## config.mk

```make
export PLATFORM = sky130hd
export DESIGN_NAME = scl_count_calc
export DESIGN_NICKNAME = d
export VERILOG_FILES = /design/src/rtl/scl_calc_pkg.sv /design/src/rtl/scl_ceil_div.sv /design/src/rtl/scl_operand_sel.sv /design/src/rtl/scl_solve.sv /design/src/rtl/scl_count_calc.sv
export SDC_FILE = /design/constraint.sdc
export NUM_CORES = 2
export LEC_CHECK = 0
export ABC_AREA = 1
export BUFFER_PORTS_ARGS = -buffer_cell sky130_fd_sc_hd__buf_2
export CAP_MARGIN = 40
export CORE_MARGIN = 2
export CORE_UTILIZATION = 60
export CTS_CLUSTER_DIAMETER = 60
export DETAILED_ROUTE_END_ITERATION = 10
export PLACE_DENSITY_LB_ADDON = 0.1
export SLEW_MARGIN = 25
export SYNTH_ARGS = -nofsm -noshare
export SYNTH_HDL_FRONTEND = slang
export SYNTH_SLANG_ARGS = --single-unit
```

## constraint.sdc

```tcl
create_clock -name clk -period 25.6 [get_ports clk]
set_input_delay 2.56 -clock clk [delete_from_list [all_inputs] [get_ports clk]]
set_output_delay 2.56 -clock clk [all_outputs]
set_load 0.1 [all_outputs]
```

## src/rtl/scl_calc_pkg.sv

```systemverilog
package scl_calc_pkg;

   // order of the conversions run through the shared divider
   typedef enum logic [2:0] {
      CV_PERIOD = 3'd0,
      CV_RISE   = 3'd1,
      CV_FALL   = 3'd2,
      CV_TLOW   = 3'd3,
      CV_THIGH  = 3'd4,
      CV_HOLD   = 3'd5
   } conv_e;

   localparam int NUM_CONV = 6;

   // fixed overheads of the SCL generator in reference cycles
   localparam int HIGH_OVERHEAD = 7;
   localparam int LOW_OVERHEAD  = 1;

   typedef enum logic [1:0] {
      ST_IDLE  = 2'd0,
      ST_ISSUE = 2'd1,
      ST_WAIT  = 2'd2,
      ST_FIN   = 2'd3
   } calc_state_e;

endpackage

```

## src/rtl/scl_ceil_div.sv

```systemverilog
module scl_ceil_div #(
   parameter int PW = 40
) (
   input  logic          clk,
   input  logic          rst_n,
   input  logic          start,
   input  logic [PW-1:0] dividend,
   input  logic [PW-1:0] divisor,
   output logic          done,
   output logic [PW-1:0] quot
);
   localparam int STW = $clog2(PW + 1);

   logic [PW:0]    acc;
   logic [PW-1:0]  q;
   logic [PW-1:0]  dvs;
   logic [STW-1:0] left;
   logic           run;
   logic [PW:0]    shifted;
   logic           fits;

   // one restoring step: bring the next dividend bit into the remainder
   always_comb begin
      shifted = {acc[PW-1:0], q[PW-1]};
      fits    = (shifted >= {1'b0, dvs});
   end

   always_ff @(posedge clk or negedge rst_n) begin
      if (!rst_n) begin
         acc  <= '0;
         q    <= '0;
         dvs  <= '0;
         left <= '0;
         run  <= 1'b0;
         done <= 1'b0;
      end else begin
         done <= 1'b0;
         if (start) begin
            acc  <= '0;
            q    <= dividend;
            dvs  <= divisor;
            left <= STW'(PW);
            run  <= 1'b1;
         end else if (run) begin
            acc  <= fits ? (shifted - {1'b0, dvs}) : shifted;
            q    <= {q[PW-2:0], fits};
            left <= left - 1'b1;
            if (left == STW'(1)) begin
               run  <= 1'b0;
               done <= 1'b1;
            end
         end
      end
   end

   // any remainder rounds the quotient up
   assign quot = q + PW'(acc != '0);

endmodule

```

## src/rtl/scl_operand_sel.sv

```systemverilog
module scl_operand_sel
   import scl_calc_pkg::*;
#(
   parameter int TW = 16,
   parameter int NW = 24,
   parameter int PW = TW + NW,
   parameter int DEFAULT_HOLD_NS = 300
) (
   input  conv_e         sel,
   input  logic [TW-1:0] ref_ticks,
   input  logic [NW-1:0] ref_ns,
   input  logic [TW-1:0] bus_ticks,
   input  logic [NW-1:0] bus_ns,
   input  logic [NW-1:0] rise_ns,
   input  logic [NW-1:0] fall_ns,
   input  logic [NW-1:0] thigh_ns,
   input  logic [NW-1:0] tlow_ns,
   input  logic [NW-1:0] hold_ns,
   output logic [PW-1:0] dividend,
   output logic [PW-1:0] divisor
);
   logic [NW-1:0] time_ns;
   logic [NW-1:0] hold_eff;

   always_comb begin
      hold_eff = (hold_ns == '0) ? NW'(DEFAULT_HOLD_NS) : hold_ns;
      unique case (sel)
         CV_PERIOD: time_ns = bus_ns;
         CV_RISE:   time_ns = rise_ns;
         CV_FALL:   time_ns = fall_ns;
         CV_TLOW:   time_ns = tlow_ns;
         CV_THIGH:  time_ns = thigh_ns;
         default:   time_ns = hold_eff;
      endcase
      dividend = PW'(ref_ticks) * PW'(time_ns);
      if (sel == CV_PERIOD)
         divisor = PW'(ref_ns) * PW'(bus_ticks);
      else
         divisor = PW'(ref_ns);
   end

endmodule

```

## src/rtl/scl_solve.sv

```systemverilog
module scl_solve
   import scl_calc_pkg::*;
#(
   parameter int CW = 24,
   parameter int SW = 8
) (
   input  logic signed [CW-1:0] period_cnt,
   input  logic signed [CW-1:0] rise_cnt,
   input  logic signed [CW-1:0] fall_cnt,
   input  logic signed [CW-1:0] tlow_cnt,
   input  logic signed [CW-1:0] thigh_cnt,
   input  logic        [SW-1:0] spike_len,
   output logic signed [CW-1:0] hcnt,
   output logic signed [CW-1:0] lcnt,
   output logic                 negative
);
   localparam logic signed [CW-1:0] HOV = CW'(HIGH_OVERHEAD);
   localparam logic signed [CW-1:0] LOV = CW'(LOW_OVERHEAD);

   logic signed [CW-1:0] spk;
   logic signed [CW-1:0] h0, l0, tot0, half, h1, l1, tot1;

   always_comb begin
      spk  = $signed(CW'(spike_len));
      // back-solve from the edge times
      h0   = thigh_cnt - fall_cnt - HOV - spk;
      l0   = tlow_cnt - rise_cnt + fall_cnt - LOV;
      negative = h0[CW-1] | l0[CW-1];
      tot0 = h0 + l0 + HOV + spk + rise_cnt + LOV;
      half = '0;
      h1   = h0;
      l1   = l0;
      tot1 = tot0;
      if (tot0 < period_cnt) begin
         // stretch both sides equally, odd count to the low side
         half = (period_cnt - tot0) >>> 1;
         h1   = h0 + half;
         l1   = l0 + half;
         tot1 = h1 + l1 + HOV + spk + rise_cnt + LOV;
         l1   = l1 + (period_cnt - tot1);
      end
      hcnt = h1;
      lcnt = l1;
   end

endmodule

```

## src/rtl/scl_count_calc.sv

```systemverilog
module scl_count_calc
   import scl_calc_pkg::*;
#(
   parameter int TW = 16,
   parameter int NW = 24,
   parameter int SW = 8,
   parameter int CW = 24,
   parameter int DEFAULT_HOLD_NS = 300
) (
   input  logic          clk,
   input  logic          rst_n,
   input  logic          start,
   input  logic [TW-1:0] ref_ticks,
   input  logic [NW-1:0] ref_ns,
   input  logic [TW-1:0] bus_ticks,
   input  logic [NW-1:0] bus_ns,
   input  logic [NW-1:0] rise_ns,
   input  logic [NW-1:0] fall_ns,
   input  logic [SW-1:0] spike_len,
   input  logic [NW-1:0] thigh_ns,
   input  logic [NW-1:0] tlow_ns,
   input  logic [NW-1:0] hold_ns,
   output logic          busy,
   output logic          done,
   output logic          err,
   output logic [CW-1:0] hcnt,
   output logic [CW-1:0] lcnt,
   output logic [CW-1:0] hold_cnt
);
   localparam int PW = TW + NW;

   // elaboration-time parameter checks
   if (TW < 2) begin : g_chk_tw
      $error("scl_count_calc: TW must be at least 2");
   end
   if (NW < 2) begin : g_chk_nw
      $error("scl_count_calc: NW must be at least 2");
   end
   if (CW < SW + 4 || CW > PW) begin : g_chk_cw
      $error("scl_count_calc: CW must exceed SW+3 and not exceed TW+NW");
   end
   if (DEFAULT_HOLD_NS < 1 || DEFAULT_HOLD_NS >= (1 << (NW - 1))) begin : g_chk_hold
      $error("scl_count_calc: DEFAULT_HOLD_NS out of range");
   end

   calc_state_e state;
   conv_e       idx;

   // operands captured when a start is accepted
   logic [TW-1:0] l_ref_ticks, l_bus_ticks;
   logic [NW-1:0] l_ref_ns, l_bus_ns, l_rise, l_fall, l_thigh, l_tlow, l_hold;
   logic [SW-1:0] l_spike;

   logic [PW-1:0] div_dividend, div_divisor, div_quot;
   logic          div_start, div_done;

   logic signed [CW-1:0] s_hcnt, s_lcnt;
   logic                 s_neg;

   assign busy      = (state != ST_IDLE);
   assign div_start = (state == ST_ISSUE);

   always_ff @(posedge clk or negedge rst_n) begin
      if (!rst_n) begin
         l_ref_ticks <= '0;
         l_bus_ticks <= '0;
         l_ref_ns    <= '0;
         l_bus_ns    <= '0;
         l_rise      <= '0;
         l_fall      <= '0;
         l_thigh     <= '0;
         l_tlow      <= '0;
         l_hold      <= '0;
         l_spike     <= '0;
      end else if (state == ST_IDLE && start) begin
         l_ref_ticks <= ref_ticks;
         l_bus_ticks <= bus_ticks;
         l_ref_ns    <= ref_ns;
         l_bus_ns    <= bus_ns;
         l_rise      <= rise_ns;
         l_fall      <= fall_ns;
         l_thigh     <= thigh_ns;
         l_tlow      <= tlow_ns;
         l_hold      <= hold_ns;
         l_spike     <= spike_len;
      end
   end

   scl_operand_sel #(
      .TW(TW), .NW(NW), .PW(PW), .DEFAULT_HOLD_NS(DEFAULT_HOLD_NS)
   ) u_sel (
      .sel       (idx),
      .ref_ticks (l_ref_ticks),
      .ref_ns    (l_ref_ns),
      .bus_ticks (l_bus_ticks),
      .bus_ns    (l_bus_ns),
      .rise_ns   (l_rise),
      .fall_ns   (l_fall),
      .thigh_ns  (l_thigh),
      .tlow_ns   (l_tlow),
      .hold_ns   (l_hold),
      .dividend  (div_dividend),
      .divisor   (div_divisor)
   );

   scl_ceil_div #(.PW(PW)) u_div (
      .clk      (clk),
      .rst_n    (rst_n),
      .start    (div_start),
      .dividend (div_dividend),
      .divisor  (div_divisor),
      .done     (div_done),
      .quot     (div_quot)
   );

   // one result register per conversion
   for (genvar gi = 0; gi < NUM_CONV; gi++) begin : g_cnt
      logic signed [CW-1:0] r;
      always_ff @(posedge clk or negedge rst_n) begin
         if (!rst_n)
            r <= '0;
         else if (state == ST_WAIT && div_done && idx == conv_e'(gi))
            r <= $signed(div_quot[CW-1:0]);
      end
   end

   scl_solve #(.CW(CW), .SW(SW)) u_solve (
      .period_cnt (g_cnt[CV_PERIOD].r),
      .rise_cnt   (g_cnt[CV_RISE].r),
      .fall_cnt   (g_cnt[CV_FALL].r),
      .tlow_cnt   (g_cnt[CV_TLOW].r),
      .thigh_cnt  (g_cnt[CV_THIGH].r),
      .spike_len  (l_spike),
      .hcnt       (s_hcnt),
      .lcnt       (s_lcnt),
      .negative   (s_neg)
   );

   always_ff @(posedge clk or negedge rst_n) begin
      if (!rst_n) begin
         state    <= ST_IDLE;
         idx      <= CV_PERIOD;
         done     <= 1'b0;
         err      <= 1'b0;
         hcnt     <= '0;
         lcnt     <= '0;
         hold_cnt <= '0;
      end else begin
         done <= 1'b0;
         unique case (state)
            ST_IDLE: begin
               if (start) begin
                  err   <= 1'b0;
                  idx   <= CV_PERIOD;
                  state <= ST_ISSUE;
               end
            end
            ST_ISSUE: state <= ST_WAIT;
            ST_WAIT: begin
               if (div_done) begin
                  if (idx == CV_HOLD) begin
                     state <= ST_FIN;
                  end else begin
                     idx   <= conv_e'(idx + 3'd1);
                     state <= ST_ISSUE;
                  end
               end
            end
            default: begin
               done     <= 1'b1;
               err      <= s_neg;
               hcnt     <= s_neg ? '0 : s_hcnt;
               lcnt     <= s_neg ? '0 : s_lcnt;
               hold_cnt <= s_neg ? '0 : g_cnt[CV_HOLD].r;
               state    <= ST_IDLE;
            end
         endcase
      end
   end

endmodule

```

==> qor.txt <==
status: complete, no violations
Crit Path Class: flip-flop to flip-flop
setup TNS: 0 ns
crit path from: l_spike[2]$_DFFE_PN0P_
initial antenna violation count: 10
share of post-route cells with drive strength above 1: 9.40%
GR Layer Usage met2: 57.0%
GP Congestion: 0.977
Setup crit end kind: flip-flop
global route overflow: 0
clk_lat worst skew: 0.69 ns
cell taking the most area after synthesis: fa_1
CTS H-tree lvls: 3
Post-Syn Area per Cell: 8.15 sq um
synthesized area: 63100 sq um
FILL cells: 8993
r2r startpoint: l_spike[2]$_DFFE_PN0P_
cts bufs inserted: 77
met1 usage: 50.9%
WL/cell: 20.5 um
router iterations before antenna repair: 7
largest net degree at the start of global routing: 80
Yosys cell types: 68
setup bufs post-CTS: 0
post_cts resized: 0
DIE WIDTH: 328 um
Die Height: 328 um
GR Util met3: 6.55%
synth cell count leaders: 1681 x nand2_1, 1540 x inv_1, 757 x fa_1, 560 x dfrtp_1, 513 x ha_1
Port Buffer Count: 285
Hold Crit Start: lcnt[21]$_DFFE_PN0P_
Reg area: 14000 sq um
Sink Count: 560
sequential area share after synthesis: 22.2%
Critical Path Max Stage Delay: 0.52 ns
CP Data Required Time: 26.14 ns
Setup crit start kind: flip-flop
top-count cell post-synth: nand2_1
CP max-delay cell: fa_1
Warnings, synthesis: 0
final-stage net count: 9394
number of global-route vias before repair: 54400
post-detail-place hpwl: 153 mm
share of the synthesized area in the top cell type: 24.0%
Final min period: 12.01 ns
clock slew at reported path FFs: 0.06 ns
CTS Hold Bufs: 0
Core Footprint: 104000 sq um
prevailing post-synth register cell: dfrtp_1
CTS tree: yes
part of the cycle the worst path needs: 46.9%
clk buf depth: 3
Worst Path Arrival: 12.55 ns
max-cap violation count: 0
RSZ-0062 raised after global routing: false
Tightest Pin Transition: 0.934 ns
worst setup margin: 13.59 ns
via count: 53500
asr flop ratio synth: 100%
DR iter-0 viols: 5238
CP Max Fanout: 6
hold crit path type: flip-flop to flip-flop
via-per-instance ratio: 5.72
syn_nets: 9224
worst clock skew: 0.0485 ns
Initial Util: 60.7%
global-route wire length before repair: 305 mm
largest cells by area after synthesis: fa_1 24%, dfrtp_1 22%, ha_1 10%
Overall Global Routing Usage: 36.4%
clock root buffer: clkbuf_16
Final Max Tran Viols: 0
P&R area growth vs syn: 9.16%
dpl ws: 13.78 ns
area of the die: 108000 sq um
Antenna Nets Post-Route: 0
drt total wl: 192 mm
multi-input logic area: 42200 sq um
Slew HR: 37.3%
Max Clock Freq: 0.0832 GHz
Core Rows: 118
busiest layer in global routing: met2
# DRC: 0
flops & latches, synth: 560
I/O pin count: 286
EDFF count, synth: 0
Final Setup Violations: 0
Cells after Synth: 7743
final hold vios: 0
area by class of cell:
class,count,area share [%]
Clock inverter,43,0.864
Clock buffer,99,3.05
Sequential cell,560,20.3
Multi-Input combinational cell,5337,61.2
Timing Repair Buffer,373,3.51
Antenna cell,9,0.0327
Inverter,1564,8.52
Tap cell,1380,2.51
sequential cells by signal (all words and copies together), names as in the netlist, 40 cells and up:
| signal | count |
|---|---|
| u_div.acc | 41 |
| u_div.dvs | 40 |
| g_cnt.r | 144 |
| u_div.q | 40 |
kinds of logic (layout without fill, tap and decap cells):
group	after synthesis	after routing	share of synthesized area [%]
and+or+nand+nor	2485	2485	16.0
buffers and inverters	1846	2079	11.1
adders and majority gates	1270	1270	34.2
AOI/OAI and AO/OA	1220	1220	10.9
DFF	560	560	22.2
xor gates and xnor gates	217	217	3.06
muxes	145	145	2.59
other	0	9	0
cell usage in the layout, fill, tap and decap left out, types with 14 or more instances in the layout:
cell type,count
nand2_1,1679
inv_1,1540
fa_1,757
dfrtp_1,560
ha_1,512
nor2_1,434
a21oi_1,417
o21ai_0,413
buf_2,284
nand3_1,169
mux2_2,145
xor2_1,135
o21ai_1,109
xnor2_1,78
clkbuf_16,77
nand4_1,61
buf_4,58
nor3_1,39
a31oi_1,34
a21o_1,32
a221oi_1,29
nor4_1,29
o22ai_1,28
o21bai_1,28
o211ai_1,28
inv_2,21
o221ai_1,20
a22o_1,18
o21ai_2,15
buf_8,14
path summary, 6_finish.rpt:
check	endpoint	slack, ns	cells after the start
worst max-delay path	lcnt[23]$_DFFE_PN0P_	13.59	53
worst min-delay path	lcnt[21]$_DFFE_PN0P_	0.47	2
min in group asynchronous	l_bus_ticks[3]$_DFFE_PN0P_	1.89	1
worst min register to register	lcnt[21]$_DFFE_PN0P_	0.47	2
worst max register to register	lcnt[23]$_DFFE_PN0P_	13.59	53
max in group asynchronous	g_cnt[3].r[19]$_DFFE_PN0P_	21.66	4
critical path: cells and delay by family, from the launching register on:
kind / cells / cell delay (ns)
flip-flops: 1 / 0.43
buffers and inverters: 8 / 0.60
adder cells (fa/ha/maj): 13 / 4.94
AO/OA/AOI/OAI: 9 / 1.83
AND/OR/NAND/NOR: 18 / 2.94
XOR/XNOR: 5 / 1.13
routing by layer:
layer  part of all wire (%)  vias up
met2                     45     2279
li1                       -    24500
met5                 0.0057        -
met1                     43    26300
met4                    3.9        2
met3                    8.6      433
through the flow:
step	cell area (sq um)	cells	util (%)	hold WS (ns)
final	68900	9365	66.3	0.474
after global routing	68900	9362	66.3	0.489
after CTS	68700	9344	66.1	0.478
after detailed placement	66000	9202	63.5	0.463
after global placement	65700	9184	63.2	0.459
after floorplan	63100	7743	-	0.448
Power is left out: the tool's default activity adds up to more than one toggle a clock period on the data nets, which glitch-free logic cannot reach.
